<file path="src/rtl/sigbuf_pkg.sv">
package sigbuf_pkg;

    // Signaling bits per channel: A, B, C, D
    localparam int SIG_W = 4;
    localparam int POS_W = $clog2(SIG_W);

    typedef enum logic [0:0] {
        ST_LIVE = 1'b0,
        ST_HOLD = 1'b1
    } upd_state_e;

    // Bits kept in the active format: all four, or only A and B
    function automatic logic [SIG_W-1:0] fmt_mask(input logic four_bit);
        return four_bit ? {SIG_W{1'b1}} : {{(SIG_W-2){1'b0}}, 2'b11};
    endfunction

endpackage

</file>
<file path="src/rtl/sigbuf_mode_fsm.sv">
module sigbuf_mode_fsm
    import sigbuf_pkg::*;
(
    input  logic clk,
    input  logic rst_n,
    input  logic hold_req,
    input  logic sfb_stb,
    output logic commit_o
);

    upd_state_e st_q;
    upd_state_e st_nx;

    always_ff @(posedge clk) begin
        if (!rst_n) st_q <= ST_LIVE;
        else        st_q <= st_nx;
    end

    always_comb begin
        st_nx = st_q;
        unique case (st_q)
            ST_LIVE: if (hold_req)  st_nx = ST_HOLD;
            ST_HOLD: if (!hold_req) st_nx = ST_LIVE;
            default: st_nx = ST_LIVE;
        endcase
    end

    always_comb begin
        unique case (st_q)
            ST_LIVE: commit_o = 1'b1;
            ST_HOLD: commit_o = sfb_stb;
            default: commit_o = 1'b1;
        endcase
    end

    AST_MODE_ENTER: assert property (@(posedge clk) disable iff (!rst_n)
        hold_req |=> (st_q == ST_HOLD));
    AST_MODE_LEAVE: assert property (@(posedge clk) disable iff (!rst_n)
        !hold_req |=> (st_q == ST_LIVE));

endmodule

</file>
<file path="src/rtl/sigbuf_rx_path.sv">
module sigbuf_rx_path
    import sigbuf_pkg::*;
#(
    parameter int N_CH = 24,
    parameter int CH_W = 5
) (
    input  logic             clk,
    input  logic             rst_n,
    input  logic             commit,
    input  logic             four_bit,
    input  logic             bit_vld,
    input  logic [CH_W-1:0]  bit_ch,
    input  logic [POS_W-1:0] bit_pos,
    input  logic             bit_val,
    input  logic             rd_en,
    input  logic [CH_W-1:0]  rd_ch,
    output logic [SIG_W-1:0] rd_sig,
    output logic             rd_chg
);

    logic [N_CH-1:0][SIG_W-1:0] shd_q, shd_nx, vis_q;
    logic [N_CH-1:0]            chg_q, chg_nx;
    logic [SIG_W-1:0]           rd_raw;

    // Pending receive value, set-wins change flag
    always_comb begin
        for (int c = 0; c < N_CH; c++) begin
            shd_nx[c] = shd_q[c];
            if (bit_vld && (bit_ch == CH_W'(c)) && (four_bit || !bit_pos[POS_W-1]))
                shd_nx[c][bit_pos] = bit_val;
            chg_nx[c] = (commit && (shd_nx[c] != vis_q[c]))
                      | (chg_q[c] & ~(rd_en && (rd_ch == CH_W'(c))));
        end
    end

    always_ff @(posedge clk) begin
        if (!rst_n) begin
            shd_q <= '0;
            vis_q <= '0;
            chg_q <= '0;
        end else begin
            shd_q <= shd_nx;
            chg_q <= chg_nx;
            if (commit) vis_q <= shd_nx;
        end
    end

    always_comb begin
        rd_raw = '0;
        rd_chg = 1'b0;
        for (int c = 0; c < N_CH; c++) begin
            if (rd_ch == CH_W'(c)) begin
                rd_raw = vis_q[c];
                rd_chg = chg_q[c];
            end
        end
    end

    assign rd_sig = rd_raw & fmt_mask(four_bit);

    AST_RX_FROZEN: assert property (@(posedge clk) disable iff (!rst_n)
        !commit |=> $stable(vis_q));
    AST_CHG_ONLY_ON_COMMIT: assert property (@(posedge clk) disable iff (!rst_n)
        !commit |=> ((chg_q & ~$past(chg_q)) == '0));

    for (genvar c = 0; c < N_CH; c++) begin : g_rx_chk
        AST_RX_BIT_LANDS: assert property (@(posedge clk) disable iff (!rst_n)
            (commit && bit_vld && (bit_ch == CH_W'(c)) && (four_bit || !bit_pos[POS_W-1]))
            |=> (vis_q[c][$past(bit_pos)] == $past(bit_val)));
    end

endmodule

</file>
<file path="src/rtl/sigbuf_tx_path.sv">
module sigbuf_tx_path
    import sigbuf_pkg::*;
#(
    parameter int N_CH = 24,
    parameter int CH_W = 5
) (
    input  logic             clk,
    input  logic             rst_n,
    input  logic             commit,
    input  logic             four_bit,
    input  logic             wr_en,
    input  logic [CH_W-1:0]  wr_ch,
    input  logic [SIG_W-1:0] wr_sig,
    input  logic [CH_W-1:0]  ins_ch,
    output logic [SIG_W-1:0] ins_sig
);

    logic [N_CH-1:0][SIG_W-1:0] shd_q, shd_nx, act_q;
    logic [SIG_W-1:0]           ins_raw;

    // Last write wins in the shadow
    always_comb begin
        for (int c = 0; c < N_CH; c++) begin
            shd_nx[c] = shd_q[c];
            if (wr_en && (wr_ch == CH_W'(c)))
                shd_nx[c] = wr_sig & fmt_mask(four_bit);
        end
    end

    always_ff @(posedge clk) begin
        if (!rst_n) begin
            shd_q <= '0;
            act_q <= '0;
        end else begin
            shd_q <= shd_nx;
            if (commit) act_q <= shd_nx;
        end
    end

    always_comb begin
        ins_raw = '0;
        for (int c = 0; c < N_CH; c++) begin
            if (ins_ch == CH_W'(c)) ins_raw = act_q[c];
        end
    end

    assign ins_sig = ins_raw & fmt_mask(four_bit);

    AST_TX_FROZEN: assert property (@(posedge clk) disable iff (!rst_n)
        !commit |=> $stable(act_q));

    for (genvar c = 0; c < N_CH; c++) begin : g_tx_chk
        AST_TX_WRITE_LANDS: assert property (@(posedge clk) disable iff (!rst_n)
            (commit && wr_en && (wr_ch == CH_W'(c)))
            |=> (act_q[c] == $past(wr_sig & fmt_mask(four_bit))));
    end

endmodule

</file>
<file path="src/rtl/sigbuf_superframe.sv">
module sigbuf_superframe
    import sigbuf_pkg::*;
#(
    parameter  int N_CH = 24,
    localparam int CH_W = $clog2(N_CH)
) (
    input  logic             clk,
    input  logic             rst_n,
    input  logic             sf_hold_en,
    input  logic             esf_sel,
    input  logic             sfb_stb,
    input  logic             rx_bit_vld,
    input  logic [CH_W-1:0]  rx_bit_ch,
    input  logic [POS_W-1:0] rx_bit_pos,
    input  logic             rx_bit_val,
    input  logic             host_rd_en,
    input  logic [CH_W-1:0]  host_rd_ch,
    output logic [SIG_W-1:0] host_rd_sig,
    output logic             host_rd_chg,
    input  logic             tx_wr_en,
    input  logic [CH_W-1:0]  tx_wr_ch,
    input  logic [SIG_W-1:0] tx_wr_sig,
    input  logic [CH_W-1:0]  ins_ch,
    output logic [SIG_W-1:0] ins_sig
);

    logic commit;

    sigbuf_mode_fsm u_fsm (
        .clk      (clk),
        .rst_n    (rst_n),
        .hold_req (sf_hold_en),
        .sfb_stb  (sfb_stb),
        .commit_o (commit)
    );

    sigbuf_rx_path #(.N_CH(N_CH), .CH_W(CH_W)) u_rx (
        .clk      (clk),
        .rst_n    (rst_n),
        .commit   (commit),
        .four_bit (esf_sel),
        .bit_vld  (rx_bit_vld),
        .bit_ch   (rx_bit_ch),
        .bit_pos  (rx_bit_pos),
        .bit_val  (rx_bit_val),
        .rd_en    (host_rd_en),
        .rd_ch    (host_rd_ch),
        .rd_sig   (host_rd_sig),
        .rd_chg   (host_rd_chg)
    );

    sigbuf_tx_path #(.N_CH(N_CH), .CH_W(CH_W)) u_tx (
        .clk      (clk),
        .rst_n    (rst_n),
        .commit   (commit),
        .four_bit (esf_sel),
        .wr_en    (tx_wr_en),
        .wr_ch    (tx_wr_ch),
        .wr_sig   (tx_wr_sig),
        .ins_ch   (ins_ch),
        .ins_sig  (ins_sig)
    );

    AST_SF_CD_CLEAR: assert property (@(posedge clk) disable iff (!rst_n)
        !esf_sel |-> ((host_rd_sig[3:2] == 2'b00) && (ins_sig[3:2] == 2'b00)));

endmodule

</file>
<file path="config.mk">
export PLATFORM = sky130hd
export DESIGN_NAME = sigbuf_superframe
export DESIGN_NICKNAME = d
export VERILOG_FILES = /design/src/rtl/sigbuf_pkg.sv /design/src/rtl/sigbuf_mode_fsm.sv /design/src/rtl/sigbuf_rx_path.sv /design/src/rtl/sigbuf_tx_path.sv /design/src/rtl/sigbuf_superframe.sv
export SDC_FILE = /design/constraint.sdc
export NUM_CORES = 1
export LEC_CHECK = 0
export ABC_AREA = 1
export ABC_CLOCK_PERIOD_IN_PS = 4050
export BUFFER_PORTS_ARGS = -buffer_cell sky130_fd_sc_hd__buf_2
export CORE_MARGIN = 2
export CORE_UTILIZATION = 40
export CTS_CLUSTER_DIAMETER = 200
export DETAILED_ROUTE_END_ITERATION = 10
export GPL_ROUTABILITY_DRIVEN = 0
export PLACE_DENSITY = 0.58
export SYNTH_ARGS = -nofsm -noshare
export SYNTH_HDL_FRONTEND = slang
export SYNTH_SLANG_ARGS = --single-unit
</file>
<file path="constraint.sdc">
create_clock -name clk -period 4.05 [get_ports clk]
set_input_delay 0.2025 -clock clk [delete_from_list [all_inputs] [get_ports clk]]
set_output_delay 0.2025 -clock clk [all_outputs]
set_load 0.1 [all_outputs]
</file>
After elaboration in Yosys (flattened, before gate mapping)
Cells that the tools add are included.
- order comparisons: 2
- eq/ne operators: 116
- multiplexer cells: 149
- bitwise gates (word level): 76
- reduce and logical (&&, ||, !) cells: 127
- operators with widths (operator ; count):
    $mux W4 ; 97
    $eq A5 B4 Y1 const B ; 32
    $eq A5 B5 Y1 const B ; 32
    $logic_and A1 B1 Y1 ; 121
    $bwmux W4 ; 24
    $ne A4 B4 Y1 ; 24
    $eq A5 B3 Y1 const B ; 16
    $eq A5 B2 Y1 const B ; 8
    $mux W1 ; 26
    $not A1 Y1 ; 25
    $and A1 B1 Y1 ; 24
    $or A1 B1 Y1 ; 24
    $eq A5 B1 Y1 const B ; 4
    $logic_not A5 Y1 ; 4
    $and A4 B4 Y4 ; 3
    $lt A2 B3 Y1 const B ; 1
    $demux W1 S2 ; 1
    $ge A2 B1 Y1 const B ; 1
    $pmux W1 S2 ; 1
    $logic_not A1 Y1 ; 1
    $logic_or A1 B1 Y1 ; 1
- flip-flop bits (word level): 409
- bits of input ports: 35
- output and inout port bits: 9
- word-level logic and storage cells: 568

Depth between registers and ports, before layout
- depth after elaboration: 26
- depth in mapped cells: 21
- mapped depth without buffers: 21

Modules after synthesis
Synthesis repeated with hierarchy kept, for this count alone.
- cells, all modules: 2381
- area total of the unflattened synthesis: 17780.8 um^2
- by module, submodules not included (module ; instances ; cells an instance ; area each (um^2) ; seq. area each (um^2)):
    sigbuf_rx_path ; 1 ; 1323 ; 9800.6 ; 4324.1
    sigbuf_tx_path ; 1 ; 1053 ; 7945.1 ; 3843.7
    sigbuf_mode_fsm ; 1 ; 5 ; 35.0 ; 20.0

Least setup slack after synthesis
Ideal clock, no wire load.
- path kind: input to output
- start point: in ins_ch[4]
- end point: out ins_sig[3]
- data arrival time: 2722 ps
- data required time: 3848 ps
- setup slack: 1125 ps
- cell stages on the path: 20
- buffers on the path: 1
- cell sequence: inv_1 buf_4 nand3_1 nor2_1 nand2_1 nand2_1 o21bai_1 nand2_1 nand2_1 nand2_1 nand2_1 nand4_1 nand2_1 nand3_1 nand2_1 nand3_1 nand2_1 nand4_1 nor2_1 nor2_1
- word-level cells in the longest chain between the ends: 26
- elaborated cells on any way between the ends: 49
- classes of those cells: eq/ne (23); mux (24); bitwise (1); reduce/logical (1)
- ends and longest elaborated chain (item ; RTL line ; RTL):
    start, declared ; sigbuf_superframe.sv:23 ; input logic [CH_W-1:0] ins_ch,
    $logic_not A5 Y1 ; sigbuf_tx_path.sv:43 ; if (ins_ch == CH_W'(c)) ins_raw = act_q[c];
    $mux W4 (23 in series) ; sigbuf_tx_path.sv:43 ;
    $mux W4 * ; sigbuf_tx_path.sv:43 ;
    $and A4 B4 Y4 * ; sigbuf_tx_path.sv:47 ; assign ins_sig = ins_raw & fmt_mask(four_bit);
    end, declared ; sigbuf_superframe.sv:24 ; output logic [SIG_W-1:0] ins_sig
Every way passes the cells marked *; elsewhere a longest branch is shown, timed or not.

Worst setup path in the final report
- start point: in ins_ch[4]
- end point: out ins_sig[2]
Same word-level chain as after synthesis.

==> metrics.csv <==
metric,value,unit
outcome,"finished, final reports clean",
timing.hold.ws,35.80,ps
core_area,44220,sq um
min_path_type,in -> reg,
start_util,40.52,%
cts_hold_buf,1,
wire_per_inst,17.28,um
rows,77,
num_vias,15790,
root_buffer,clkbuf_16,
fin_skew,37.33,ps
holdPathEnd,u_rx.chg_q[12]$_SDFF_PN0_,
drtIter0Drc,1319,
synthArstFlopShare,0,%
max_slew_margin,15.65,%
p_leak,0.009055,uW
cts_max_level,2,
period_minus_slack,3173,ps
irDropWorstVdd,0.4044,mV
holdPathStages,4,
regToRegSetupSlack,1850,ps
ctsResizeCount,0,
place_area,18560,sq um
synth_area_leader_cell,dfxtp_1,
cts_max_path_buffers,3,
ys_ff_latch,409,
r2r_end,u_rx.chg_q[9]$_SDFF_PN0_,
fmax,315.2,MHz
grt_busiest_layer,met2,
drtPass1Iterations,7,
cpMostUsedCell,nand2_1,
synth_area_per_cell,7.494,sq um
yosys_warnings,0,
synth_edf_count,0,
ff_latch_area,8188,sq um
post_cts_buffers,0,
end_kind,output pin,
swShare,25.88,%
slew_violations,0,
syn_inst,2391,
yosysSeqAreaShare,45.70,%
globalRouteOverflowTotal,0,
setup_viol,0,
use_met2,35.11,%
yosysUniqueCellTypes,37,
die_w,215.6,um
worstSetupPathType,in -> out,
grt_use_met3,3.439,%
antenna_found_initial,4,
track_usage,22.12,%
r2r_start,u_fsm.st_q$_SDFF_PN0_,
critPathMaxFanout,11,
wl,52000,um
stdcell_area,20030,sq um
cts_tree,built,
met1_usage,31.12,%
tightest_slew,1262,ps
grt_start_max_net_pins,179,
num-fill-cells,4506,
synth_area,17920,sq um
fin_crit_sh,78.34,%
multi_input_area,8384,sq um
grt_pass1_wl,82160,um
remaining_drc_errors,0,
maxCapViolCount,0,
synth_fp_nets,2426,
synth_area_leaders,"dfxtp_1, nor2_1, nand2_1",
comb_power_share,7.3,%
layout_commonest_cell,nor2_1,
ios,44,
die_area,46500,sq um
dieHeight,215.6,um
nets,2416,
worstPathArrival,2970,ps
syn2layout_area_growth,11.79,%
first_global_vias,14750,
ant_nets,0,
power_density,441.4,nW/um^2
hpwl,33660,um
cpPeakStageDelay,410,ps
io_buffers,43,
cts_num_sinks,409,
layout-drive-gt1-share,7.657,%
p_seq_share,47.2,%
rsz0062_at_grt,no,
intPower,6553,uW
critPathSlowestCell,buf_2,
synth_top_area_share,45.70,%
start_kind,input port,
hold_viol_final,0,
cp.required,3850,ps
synthFlopType,dfxtp_1,
layout_common_cells,"nor2_1, dfxtp_1, nand2_1, inv_1, a21oi_1",
tns,0,ps
power.switching,2288,uW
vias_per_cell,5.245,
path_clk_slew,60,ps
p_clk_share,45.5,%
numCtsBuffers,46,
ff2ff_path_depth,6,
clock_latency,600,ps
path_cells,"buf_2, inv_1, nand3_1, nor2_1, nand2_1, nand4_1, nand2_1, nand2_1, nand2_1, nand2_1, nand2_1, nand3_1, nand2_1, nand3_1, nand2_1, nand4_1, nand2_1, nand3_1, nand2_1, inv_1, buf_2",
min_from,host_rd_en,
-- cells in the mapped netlist, types with 30 or more instances --
cell type,instances
a21oi_1,182
clkbuf_1,95
dfxtp_1,409
inv_1,224
mux2i_1,48
nand2_1,380
nand3_1,44
nand4_1,35
nor2_1,446
o211ai_1,90
o21ai_0,137
o22ai_1,82
xnor2_1,66
xor2_1,30
-- worst max-delay path by stage --
stage                   start          to  slack (ps)  cells past startpoint
floorplan           ins_ch[4]  ins_sig[3]        1130                     20
global placement    ins_ch[4]  ins_sig[1]         870                     16
detailed placement  ins_ch[4]  ins_sig[1]         850                     16
CTS                 ins_ch[4]  ins_sig[1]         850                     16
global route        ins_ch[4]  ins_sig[1]         620                     16
finish              ins_ch[4]  ins_sig[2]         880                     21
-- sequential cells by signal (all words and copies together), names as in the netlist --
register,cells
u_rx.vis_q,96
u_tx.act_q,96
u_rx.shd_q,96
u_rx.chg_q,24
u_fsm.st_q,1
u_tx.shd_q,96
-- kinds of logic (layout without fill, tap and decap cells) --
kind of cell,after synthesis,in the layout,share of synthesized area (%)
simple gates,959,959,21.93
compound gates,529,529,17.48
flops,409,409,45.70
buf+inv,350,375,7.521
xor+xnor,96,96,4.693
mux,48,48,2.682
other cells,0,2,0
-- critical path: cells and delay by family --
kind,cells,cell delay (ps)
AND/OR/NAND/NOR,17,1920
buffers and inverters,4,830
-- per-stage QoR --
| stage | power, uW | util (%) | instances | setup WS [ps] |
|---|---|---|---|---|
| floorplan | 4685 | - | 2391 | 1125 |
| global placement | 4888 | 41.98 | 2924 | 867.4 |
| detailed placement | 4896 | 41.98 | 2924 | 846.5 |
| CTS | 8933 | 45.28 | 3008 | 847.1 |
| global route | 9165 | 45.29 | 3009 | 620.1 |
| finish | 8841 | 45.30 | 3010 | 877.4 |
-- metal layers --
layer  vias up  share of wire, %  wire [um]
met5         -             0.052         27
met4         4               2.2       1136
met3        82               5.8       2991
met2       423                45      23510
met1      7452                47      24340
li1       7825                 -          -
-- area by class of cell --
type,instances,share of cell area [%]
Antenna cell,2,0.02499
Clock buffer,64,6.334
Clock inverter,19,0.9120
Inverter,233,4.454
Multi-Input combinational cell,1632,41.86
Sequential cell,409,40.88
Tap cell,592,3.698
Timing Repair Buffer,59,1.843
-- power by group through the flow --
stage	registers (uW)	logic, uW	clock network, uW
detailed placement	4260	638	0
global placement	4260	632	0
finish	4170	642	4030
global route	4180	708	4280
floorplan	4240	447	0
CTS	4170	642	4120
(Power assumes the default switching activity.)
